File: src/rtl/gs_pkg.sv
package gs_pkg;
  typedef enum logic [1:0] {
    ST_IDLE  = 2'd0,
    ST_SCAN  = 2'd1,
    ST_CLAMP = 2'd2,
    ST_SUB   = 2'd3
  } phase_t;

  // control range span in whole dB, selected by the 2-bit range code
  function automatic int range_db(input logic [1:0] code);
    case (code)
      2'd1:    range_db = 18;
      2'd2:    range_db = 24;
      default: range_db = 12;
    endcase
  endfunction
endpackage

File: src/rtl/gs_ctrl.sv
module gs_ctrl #(
  parameter int NUM_CH = 8,
  localparam int IDX_W = (NUM_CH > 1) ? $clog2(NUM_CH) : 1
) (
  input  logic             clk,
  input  logic             rst,
  input  logic             start,
  output logic             load,
  output logic             scan_en,
  output logic             clamp_en,
  output logic             wr_en,
  output logic [IDX_W-1:0] idx,
  output logic             busy,
  output logic             done
);
  import gs_pkg::*;

  localparam logic [IDX_W-1:0] LAST = IDX_W'(NUM_CH - 1);

  phase_t state;

  always_ff @(posedge clk) begin
    if (rst) begin
      state <= ST_IDLE;
      idx   <= '0;
      done  <= 1'b0;
    end else begin
      done <= 1'b0;
      case (state)
        ST_IDLE: begin
          if (start) begin
            state <= ST_SCAN;
            idx   <= '0;
          end
        end
        ST_SCAN: begin
          if (idx == LAST) begin
            idx   <= '0;
            state <= ST_CLAMP;
          end else begin
            idx <= idx + 1'b1;
          end
        end
        ST_CLAMP: state <= ST_SUB;
        default: begin
          if (idx == LAST) begin
            idx   <= '0;
            state <= ST_IDLE;
            done  <= 1'b1;
          end else begin
            idx <= idx + 1'b1;
          end
        end
      endcase
    end
  end

  assign load     = (state == ST_IDLE) && start;
  assign scan_en  = (state == ST_SCAN);
  assign clamp_en = (state == ST_CLAMP);
  assign wr_en    = (state == ST_SUB);
  assign busy     = (state != ST_IDLE);
endmodule

File: src/rtl/gs_max_scan.sv
module gs_max_scan #(
  parameter int VOL_W = 8
) (
  input  logic                    clk,
  input  logic                    rst,
  input  logic                    clear,
  input  logic                    en,
  input  logic                    valid,
  input  logic signed [VOL_W-1:0] din,
  output logic signed [VOL_W-1:0] max_q,
  output logic                    seen
);
  localparam logic signed [VOL_W-1:0] MOST_NEG = {1'b1, {(VOL_W-1){1'b0}}};

  always_ff @(posedge clk) begin
    if (rst || clear) begin
      max_q <= MOST_NEG;
      seen  <= 1'b0;
    end else if (en && valid) begin
      seen <= 1'b1;
      if (!seen || din > max_q) max_q <= din;
    end
  end
endmodule

File: src/rtl/gs_sub_sat.sv
module gs_sub_sat #(
  parameter int VOL_W = 8
) (
  input  logic signed [VOL_W-1:0] a,
  input  logic signed [VOL_W-1:0] b,
  output logic signed [VOL_W-1:0] y
);
  localparam logic signed [VOL_W:0] HI = {2'b00, {(VOL_W-1){1'b1}}};
  localparam logic signed [VOL_W:0] LO = {2'b11, {(VOL_W-1){1'b0}}};

  logic signed [VOL_W:0] diff;

  always_comb begin
    diff = {a[VOL_W-1], a} - {b[VOL_W-1], b};
    if (diff > HI)      y = HI[VOL_W-1:0];
    else if (diff < LO) y = LO[VOL_W-1:0];
    else                y = diff[VOL_W-1:0];
  end
endmodule

File: src/rtl/gain_splitter.sv
module gain_splitter #(
  parameter int NUM_CH     = 8,
  parameter int VOL_W      = 8,
  parameter int LSB_PER_DB = 2,
  localparam int IDX_W = (NUM_CH > 1) ? $clog2(NUM_CH) : 1
) (
  input  logic                      clk,
  input  logic                      rst,
  input  logic                      start,
  input  logic                      sup_en,
  input  logic                      sub_excl,
  input  logic [1:0]                range_sel,
  input  logic [NUM_CH*VOL_W-1:0]   vol_in,
  output logic                      busy,
  output logic                      done,
  output logic [VOL_W-1:0]          sup_gain,
  output logic [NUM_CH*VOL_W-1:0]   dig_gain
);
  import gs_pkg::*;

  localparam logic [IDX_W-1:0] LAST = IDX_W'(NUM_CH - 1);

  logic                    load, scan_en, clamp_en, wr_en;
  logic [IDX_W-1:0]        idx;
  logic signed [VOL_W-1:0] vol_mem [NUM_CH];
  logic signed [VOL_W-1:0] dig_q   [NUM_CH];
  logic signed [VOL_W-1:0] sup_q;
  logic signed [VOL_W-1:0] max_q;
  logic signed [VOL_W-1:0] floor_v;
  logic signed [VOL_W-1:0] cur_vol, sub_b, dig_next;
  logic                    en_q, excl_q, seen;
  logic [1:0]              rng_q;
  logic                    cur_incl;

  gs_ctrl #(.NUM_CH(NUM_CH)) i_ctrl (
    .clk(clk), .rst(rst), .start(start), .load(load), .scan_en(scan_en),
    .clamp_en(clamp_en), .wr_en(wr_en), .idx(idx), .busy(busy), .done(done)
  );

  // input snapshot, written once per accepted start
  generate
    for (genvar c = 0; c < NUM_CH; c++) begin : g_snap
      always_ff @(posedge clk) begin
        if (rst)       vol_mem[c] <= '0;
        else if (load) vol_mem[c] <= vol_in[c*VOL_W +: VOL_W];
      end
    end
  endgenerate

  always_ff @(posedge clk) begin
    if (rst) begin
      en_q   <= 1'b0;
      excl_q <= 1'b0;
      rng_q  <= 2'd0;
    end else if (load) begin
      en_q   <= sup_en;
      excl_q <= sub_excl;
      rng_q  <= range_sel;
    end
  end

  assign cur_vol  = vol_mem[idx];
  assign cur_incl = !(excl_q && (idx == LAST));

  gs_max_scan #(.VOL_W(VOL_W)) i_max (
    .clk(clk), .rst(rst), .clear(load), .en(scan_en), .valid(cur_incl),
    .din(cur_vol), .max_q(max_q), .seen(seen)
  );

  assign floor_v = VOL_W'(-(range_db(rng_q) * LSB_PER_DB));

  always_ff @(posedge clk) begin
    if (rst) begin
      sup_q <= '0;
    end else if (clamp_en) begin
      if (!en_q || !seen)      sup_q <= '0;
      else if (max_q > 0)      sup_q <= '0;
      else if (max_q < floor_v) sup_q <= floor_v;
      else                     sup_q <= max_q;
    end
  end

  assign sub_b = cur_incl ? sup_q : '0;

  gs_sub_sat #(.VOL_W(VOL_W)) i_sub (.a(cur_vol), .b(sub_b), .y(dig_next));

  generate
    for (genvar c = 0; c < NUM_CH; c++) begin : g_dig
      always_ff @(posedge clk) begin
        if (rst) dig_q[c] <= '0;
        else if (wr_en && (idx == IDX_W'(c))) dig_q[c] <= dig_next;
      end
      assign dig_gain[c*VOL_W +: VOL_W] = dig_q[c];
    end
  endgenerate

  assign sup_gain = sup_q;
endmodule

File: config.mk
export PLATFORM = sky130hd
export DESIGN_NAME = gain_splitter
export DESIGN_NICKNAME = d
export VERILOG_FILES = /design/src/rtl/gs_pkg.sv /design/src/rtl/gs_ctrl.sv /design/src/rtl/gs_max_scan.sv /design/src/rtl/gs_sub_sat.sv /design/src/rtl/gain_splitter.sv
export SDC_FILE = /design/constraint.sdc
export NUM_CORES = 1
export LEC_CHECK = 0
export ABC_AREA = 1
export BUFFER_PORTS_ARGS = -buffer_cell sky130_fd_sc_hd__buf_2
export CAP_MARGIN = 20
export CORE_ASPECT_RATIO = 0.9
export CORE_UTILIZATION = 35
export CTS_CLUSTER_SIZE = 24
export DETAILED_ROUTE_END_ITERATION = 16
export MAX_ROUTING_LAYER = met4
export SYNTH_ARGS = -nofsm -noshare
export SYNTH_HDL_FRONTEND = slang
export SYNTH_SLANG_ARGS = --single-unit
File: constraint.sdc
create_clock -name clk -period 7.3 [get_ports clk]
set_input_delay 1.095 -clock clk [delete_from_list [all_inputs] [get_ports clk]]
set_output_delay 1.095 -clock clk [all_outputs]
set_load 0.1 [all_outputs]
==> out/metrics.sh, run 1 <==
RUN_STATUS='finished, final reports clean'
FINAL-HOLD-VIOLATION-COUNT=0
CORE-AREA_MM2=0.0211
NUM_ANTENNA_CELLS=0
POST_SYNTHESIS_INSTANCE_AREA_MM2=0.00762
SYNTH-WARNING-COUNT=0
TRITONCTS_CLOCK_TREE='yes'
DRTITER0DRC=404
SYN-MEAN-INSTANCE-AREA_UM2=9.44
DRT-PASS1-ITER-COUNT=5
SYNTH_ENABLE_FLOP_CELLS=128
CRIT_CHAIN='buf_4 -> inv_1 -> o21ai_0 -> o21ai_0 -> o21ai_1 -> inv_1 -> fa_1 -> nand3_1 -> nand3_2 -> nand4_1 -> nand3_1 -> nand4_2 -> buf_4 -> a21oi_1'
SYNTH.LIB_CELLS_USED.DISTINCT=34
AVERAGE_VIAS_PER_PLACED_INSTANCE=4.76
RR_WORST_DEPTH=14
SYNTHESIS.INSTANCES=807
CRIT-REG2REG-CAPTURE='dig_q[1][24]$_SDFFCE_PN0P_'
STD_CELL_ROWS=50
CLOCK.FMAX_MHz=256
SYN_TO_FINAL_GROWTH_PCT=19.7
AVGROUTEDWIREPERCELL_UM=14.8
MIN_PATH_TYPE='reg2reg'
CLKLATENCYLATEPIN_NS=0.42
CP-START-KIND='flip-flop'
START_UTIL_PCT=36.1
ROUTED-VIA-COUNT=5902
HTREEDEPTH=4
SHARE_CLK_OF_TOTAL_POWER_PCT=22.6
GRT_USAGE_PCT=17.7
DIEHEIGHT_UM=142
IO_PINS=145
PLACE.DETAILED.HPWL_MM=13.1
TIMING.MAX_CAP.VIOLATIONS=0
GR-TOTAL-OVERFLOW=0
MAX-SLEW-MARGIN-REL_PCT=33.8
ROUTE.MET2.WL_MM=7.90
NUMBER_OF_ANTENNA_VIOLATIONS_AT_THE_FIRST_CHECK_IN_GLOBAL_ROUTING=0
SYNTHDOMINANTAREACELLTYPE='edfxtp_1'
GRT_FIRST_PASS_WIRELENGTH_MM=29.2
POST-CTS-SETUP-BUFFER-COUNT=0
CLOCK_SKEW_NS=0.0133
ROUTED-WL-MET3_MM=1.19
RSZ_0062_RAISED_AFTER_GLOBAL_ROUTING='false'
CTS-ROOT-TO-SINK-BUFFERS=2
PROPORTION_OF_REGISTER_BITS_WITH_ASYNCHRONOUS_SET_OR_RESET_AFTER_SYNTHESIS_PCT=0
DIEAREA_MM2=0.0224
CLKTRANSATPATHREGS_NS=0.06
INTERNAL_POWER_W=0.00197
CTS_INSERTED_BUFFERS=17
GRT_MAX_DEGREE=68
GP_CONGESTION=0.828
DESIGN_AREA_MM2=0.00912
CRIT_PATH_MAX_FANOUT=56
NUMCLOCKSINKS=158
DESIGN.FINAL.NETS=1051
CTS.REPAIR.RESIZED=0
PLACED_AREA_MM2=0.00857
CRITPATHCAPTURETYPE='flip-flop'
FF2FF_SETUP_SLACK_NS=3.39
WORST-ENDPOINT-REQUIRED_NS=7.44
TOTALNEGATIVESETUPSLACK_NS=0
POWER_PER_CELL_AREA_mW_PER_MM2=405
CLOCK_TREE.ROOT_CELL='clkbuf_16'
TOP_LAYER='met4'
POWER_LEAKAGE_nW=4.18
NET-SWITCHING-POWER_W=0.00172
DRC_ERRORS=0
SEQUENTIALPOWERSHARE_PCT=32.5
CP.ARRIVAL_NS=4.05
WORSTSETUPPATHTYPE='reg2reg'
DIE-WIDTH_UM=158
YS_SEQ_ELEMENTS=158
IR_WORST_VDD_V=0.000305
NUMBER_OF_NETS_IN_THE_SYNTHESIZED_NETLIST=915
CTS_HOLD_BUF=0
HOLD_START='en_q$_SDFFE_PP0P_'
DOMINANTREGCELLSYNTH='edfxtp_1'
PORT_BUFFERS=144
YOSYSMOSTFREQUENTCELL='nor2_1'
PLACEDCELLCOUNT=1210
ANT_NETS=0
WL_MET1_MM=9.06
SYNTH_AREA_LEADERS='edfxtp_1, dfxtp_1, nor2_1'
FINALPOWER_W=0.00370
ROUTED_WL_MM=18.3
REPORT.FINAL.SETUP_VIOL=0
POST-ROUTE-MIN-PERIOD_NS=3.91
FINAL_MIN_PERIOD_OVER_CLOCK_PERIOD_PCT=53.5
SYNTH_SEQ_AREA_SHARE_PCT=58.3
YOSYSTOPAREACELLSHARE_PCT=50.4
CRITICAL-PATH-SLOWEST-CELL='fa_1'
SYNTH.CELLS.MOST_FREQUENT='nor2_1, edfxtp_1, inv_1'
WORST_SLEW_PIN_TRAN_NS=0.989
SWITCHING_SHARE_PCT=46.6
CRITPATHMAXSTAGEDELAY_NS=0.47
FIRST_GLOBAL_VIAS=5678
FINAL_COUNT_OF_PINS_VIOLATING_MAX_SLEW=0
POWER_FRAC_COMB_PCT=44.9
LAYOUTNONFILLERINSTCOUNT=1241
DRIVE_ABOVE_1_SHARE_PCT=19.9
CRITPATHCAPTURE='dig_q[1][24]$_SDFFCE_PN0P_'
## how the worst min path moves through the flow
stage	to	cells past startpoint	slack, ns
6_report	en_q$_SDFFE_PP0P_	2	0.49
5_1_grt	excl_q$_SDFFE_PP0P_	2	0.51
4_1_cts	excl_q$_SDFFE_PP0P_	2	0.48
3_5_place_dp	excl_q$_SDFFE_PP0P_	2	0.47
3_3_place_gp	excl_q$_SDFFE_PP0P_	2	0.46
2_1_floorplan	excl_q$_SDFFE_PP0P_	2	0.42
## power by group through the flow
stage | registers, W | clock network [W] | logic, W
floorplan | 0.00132 | 0 | 0.00118
global placement | 0.00122 | 0 | 0.00163
detailed placement | 0.00122 | 0 | 0.00164
CTS | 0.00120 | 0.000846 | 0.00165
global route | 0.00122 | 0.000879 | 0.00185
finish | 0.00120 | 0.000835 | 0.00166
## cell usage in the layout, fill, tap and decap left out, types with 6 or more instances in the layout
cell,netlist,final
o211ai_1,6,6
a21oi_1,77,77
clkbuf_16,0,17
nand4_1,10,10
buf_2,5,144
edfxtp_1,128,128
o21ai_1,8,8
inv_1,121,120
ha_1,36,36
o21ai_0,49,49
nand3_1,46,46
dfxtp_1,30,30
inv_6,0,6
nor2_1,145,145
nand2_1,93,92
## flip-flops by register name, indices dropped and copies added, names as in the netlist, named ones only
register / cells
dig_q: 64
en_q: 1
excl_q: 1
i_ctrl.done: 1
i_ctrl.idx: 3
i_ctrl.state: 2
i_max.max_q: 8
i_max.seen: 1
rng_q: 2
sup_gain: 8
vol_mem: 64
## layout make-up
class	instances	area, um2
well taps	286	358
clock buffers	17	425
clock inverters	14	123
multi-input cells	494	2550
flip-flops and latches	158	4440
inverters	124	465
fillers	2110	12000
repair buffers	148	751
## cell families after synthesis
group                      Yosys count  share of synthesized area (%)
AOI/OAI and AO/OA                  148                           10.2
xor gates and xnor gates             4                          0.460
adders and majority gates           37                           6.17
buffers and inverters              155                           8.21
DFF                                158                           58.3
muxes                                1                          0.131
other                                1                         0.0492
and+or+nand+nor                    303                           16.5
## per-layer routing
metal	vias up	global-route usage, %
met3	17	3.59
met5	-	-
met4	0	4.70
li1	2948	-
met2	203	25.4
met1	2734	25.2
## critical path, delay by kind of cell (launching register included)
kind	cells	cell delay [ns]
simple gates	5	0.47
compound gates	4	0.95
buf+inv	4	1.37
flops	1	0.31
fa+ha+maj	1	0.47
## through the flow
| step | util [%] | hold WS (ns) | setup WS [ns] |
|---|---|---|---|
| after floorplan | - | 0.419 | 4.28 |
| after global placement | 40.7 | 0.463 | 3.59 |
| after detailed placement | 40.7 | 0.465 | 3.47 |
| after CTS | 43.3 | 0.478 | 3.43 |
| after global routing | 43.3 | 0.510 | 3.08 |
| final | 43.3 | 0.487 | 3.39 |
Note: power is estimated with default switching activity, not from simulation.
==> inputs of run 2 (changes only) <==
==> constraint.sdc (replaced) <==
create_clock -name clk -period 3.44 [get_ports clk]
set_input_delay 0.516 -clock clk [delete_from_list [all_inputs] [get_ports clk]]
set_output_delay 0.516 -clock clk [all_outputs]
set_load 0.1 [all_outputs]
==> out/metrics.sh, run 2 (synthesized netlist as in run 1, its figures left out) <==
RUN_STATUS='finished, final reports clean'  # unchanged
MAX-SLEW-MARGIN-REL_PCT=42.7  # was 33.8%
PLACED_AREA_MM2=0.00867  # was 0.00857 mm2
GRT_USAGE_PCT=17.5  # was 17.7%
FF2FF_SETUP_SLACK_NS=0.17  # was 3.39 ns
NUMCLOCKSINKS=158  # unchanged
PLACE.DETAILED.HPWL_MM=13.0  # was 13.1 mm
FINAL-HOLD-VIOLATION-COUNT=0  # unchanged
DIEAREA_MM2=0.0224  # unchanged
DRC_ERRORS=0  # unchanged
WHS_ENDPOINT='rng_q[0]$_SDFFE_PP0P_'  # was en_q$_SDFFE_PP0P_
HOLD_START='range_sel[0]'  # was en_q$_SDFFE_PP0P_
CRIT_PATH_MAX_FANOUT=12  # was 56
DESIGN.FINAL.NETS=1062  # was 1051
GRT_MAX_DEGREE=68  # unchanged
WORST_SLEW_PIN_TRAN_NS=0.860  # was 0.989 ns
AVGROUTEDWIREPERCELL_UM=14.4  # was 14.8 um
CRITPATHCAPTURETYPE='flip-flop'  # unchanged
TOP_REGS='dig_q x64, vol_mem x64'  # unchanged
RSZ_0062_RAISED_AFTER_GLOBAL_ROUTING='true'  # was false
START_UTIL_PCT=36.1  # unchanged
CLOCK.FMAX_MHz=306  # was 256 MHz
TOTALNEGATIVESETUPSLACK_NS=0  # unchanged
FINAL.FILL_COUNT=2085  # was 2110
POWER_PER_CELL_AREA_mW_PER_MM2=874  # was 405 mW/mm2
ANT_NETS=0  # unchanged
DRIVE_ABOVE_1_SHARE_PCT=20.9  # was 19.9%
POWER_LEAKAGE_nW=4.26  # was 4.18 nW
CLKTRANSATPATHREGS_NS=0.06  # about the same
IR_WORST_VDD_V=0.000879  # was 0.000305 V
ROUTED_WL_MM=18.1  # was 18.3 mm
CLOCK_SKEW_NS=0.0109  # was 0.0133 ns
FIRST_GLOBAL_VIAS=5561  # was 5678
STD_CELL_ROWS=50  # unchanged
CTS-ROOT-TO-SINK-BUFFERS=2  # unchanged
HTREEDEPTH=4  # unchanged
DRT-PASS1-ITER-COUNT=5  # unchanged
CLKLATENCYLATEPIN_NS=0.43  # was 0.42 ns
CORE-AREA_MM2=0.0211  # unchanged
DESIGN_AREA_MM2=0.00929  # was 0.00912 mm2
DIEHEIGHT_UM=142  # unchanged
NUM_ANTENNA_CELLS=0  # unchanged
IO_PINS=145  # unchanged
CP.ARRIVAL_NS=3.42  # was 4.05 ns
CRIT-REG2REG-CAPTURE='dig_q[1][5]$_SDFFCE_PN0P_'  # was dig_q[1][24]$_SDFFCE_PN0P_
LAYOUT.CELLS.MOST_COMMON='nor2_1'  # unchanged
PORT_BUFFERS=144  # unchanged
WORST-ENDPOINT-REQUIRED_NS=3.59  # was 7.44 ns
MIN_PATH_TYPE='in2reg'  # was reg2reg
REPORT.FINAL.SETUP_VIOL=0  # unchanged
CP-START-KIND='flip-flop'  # unchanged
POST-ROUTE-MIN-PERIOD_NS=3.27  # was 3.91 ns
DRTITER0DRC=399  # was 404
ROUTED-VIA-COUNT=5839  # was 5902
FINALPOWER_W=0.00812  # was 0.00370 W
FINAL_CELL_MIX='nor2_1, buf_2, edfxtp_1'  # unchanged
NUMBER_OF_ANTENNA_VIOLATIONS_AT_THE_FIRST_CHECK_IN_GLOBAL_ROUTING=0  # unchanged
WORSTSETUPPATHTYPE='reg2reg'  # unchanged
CLOCK_TREE.ROOT_CELL='clkbuf_16'  # unchanged
FINAL_MIN_PERIOD_OVER_CLOCK_PERIOD_PCT=95.0  # was 53.5%
SYN_TO_FINAL_GROWTH_PCT=21.9  # was 19.7%
DIE-WIDTH_UM=158  # unchanged
RR_WORST_DEPTH=15  # was 14
AVERAGE_VIAS_PER_PLACED_INSTANCE=4.66  # was 4.76
GR-TOTAL-OVERFLOW=0  # unchanged
GP_CONGESTION=0.844  # was 0.828
TRITONCTS_CLOCK_TREE='yes'  # unchanged
GRT_FIRST_PASS_WIRELENGTH_MM=28.8  # was 29.2 mm
CTS_INSERTED_BUFFERS=17  # unchanged
FINAL_COUNT_OF_PINS_VIOLATING_MAX_SLEW=0  # unchanged
WORSTHOLDPATHCELLS=3  # was 2
TIMING.MAX_CAP.VIOLATIONS=0  # unchanged
run 2: changes by cell type in the layout (fill, tap and decap cells not counted), sizes merged:
cell	before	now
buf	148	159
inv	132	128
clkinv	4	7
bufinv	0	2
clkbuf	17	18
clkinvlp	2	1
run 2: critical path, cell delays in order (launching register included):
cell and delay (ns):
dfxtp_1 0.38, clkinvlp_4 0.22, buf_4 0.23, o21ai_0 0.18
o211ai_1 0.11, o21ai_1 0.19, inv_1 0.12, ha_1 0.36
inv_1 0.09, o21ai_0 0.11, a21oi_1 0.20, nand3_2 0.12
nand2_1 0.09, nand2_2 0.10, nand2_1 0.36, a21oi_1 0.13
run 2: how the worst max path moves through the flow:
stage	from	endpoint	slack (ns)	cells past startpoint
after detailed placement	flip-flop	dig_q[1][5]$_SDFFCE_PN0P_	0.20	18
after global placement	flip-flop	dig_q[1][24]$_SDFFCE_PN0P_	0.34	18
after CTS	flip-flop	dig_q[1][5]$_SDFFCE_PN0P_	0.20	18
final	flip-flop	dig_q[1][5]$_SDFFCE_PN0P_	0.17	15
after floorplan	sup_gain[0]$_SDFFE_PP0P_	dig_q[0][17]$_SDFFCE_PN0P_	0.68	13
after global routing	flip-flop	dig_q[1][13]$_SDFFCE_PN0P_	-0.13	16
run 2: repair_timing:
item	4_1_cts	5_1_grt
setup endpoints to repair	0	56
setup buffers	0	1
hold buffers	0	0
gates resized for setup	0	2
run 2: per-stage QoR:
stage                     instances  utilization (%)  setup WS (ns)  hold slack, ns
after CTS                      1252             44.0          0.197           0.312
final                          1253             44.0          0.172           0.320
after global routing           1253             44.0         -0.135           0.319
after global placement         1220             41.1          0.338           0.464
after detailed placement       1220             41.1          0.201           0.462
after floorplan                 807                -          0.675           0.419
run 2: routing by layer:
| layer | routed length [um] | GRT usage, % | vias up |
|---|---|---|---|
| met1 | 9160 | 25.2 | 2686 |
| met5 | 0 | - | - |
| li1 | - | - | 2972 |
| met4 | 196 | 5.06 | 0 |
| met2 | 7800 | 24.7 | 166 |
| met3 | 932 | 3.59 | 15 |
run 2: final cells by class:
| class | instances | area, um2 | area share [%] |
|---|---|---|---|
| multi-input cells | 494 | 2550 | 27.5 |
| clock inverters | 14 | 173 | 1.86 |
| clock buffers | 18 | 429 | 4.62 |
| inverters | 124 | 469 | 5.05 |
| flip-flops and latches | 158 | 4440 | 47.9 |
| repair buffers | 159 | 858 | 9.24 |
| well taps | 286 | 358 | 3.85 |
run 2: where the power goes:
group / internal [W] / total [W] / switching [W]
sequential: 0.00239 / 0.00253 / 0.000136
combinational: 0.000949 / 0.00367 / 0.00272
clock: 0.00110 / 0.00192 / 0.000824
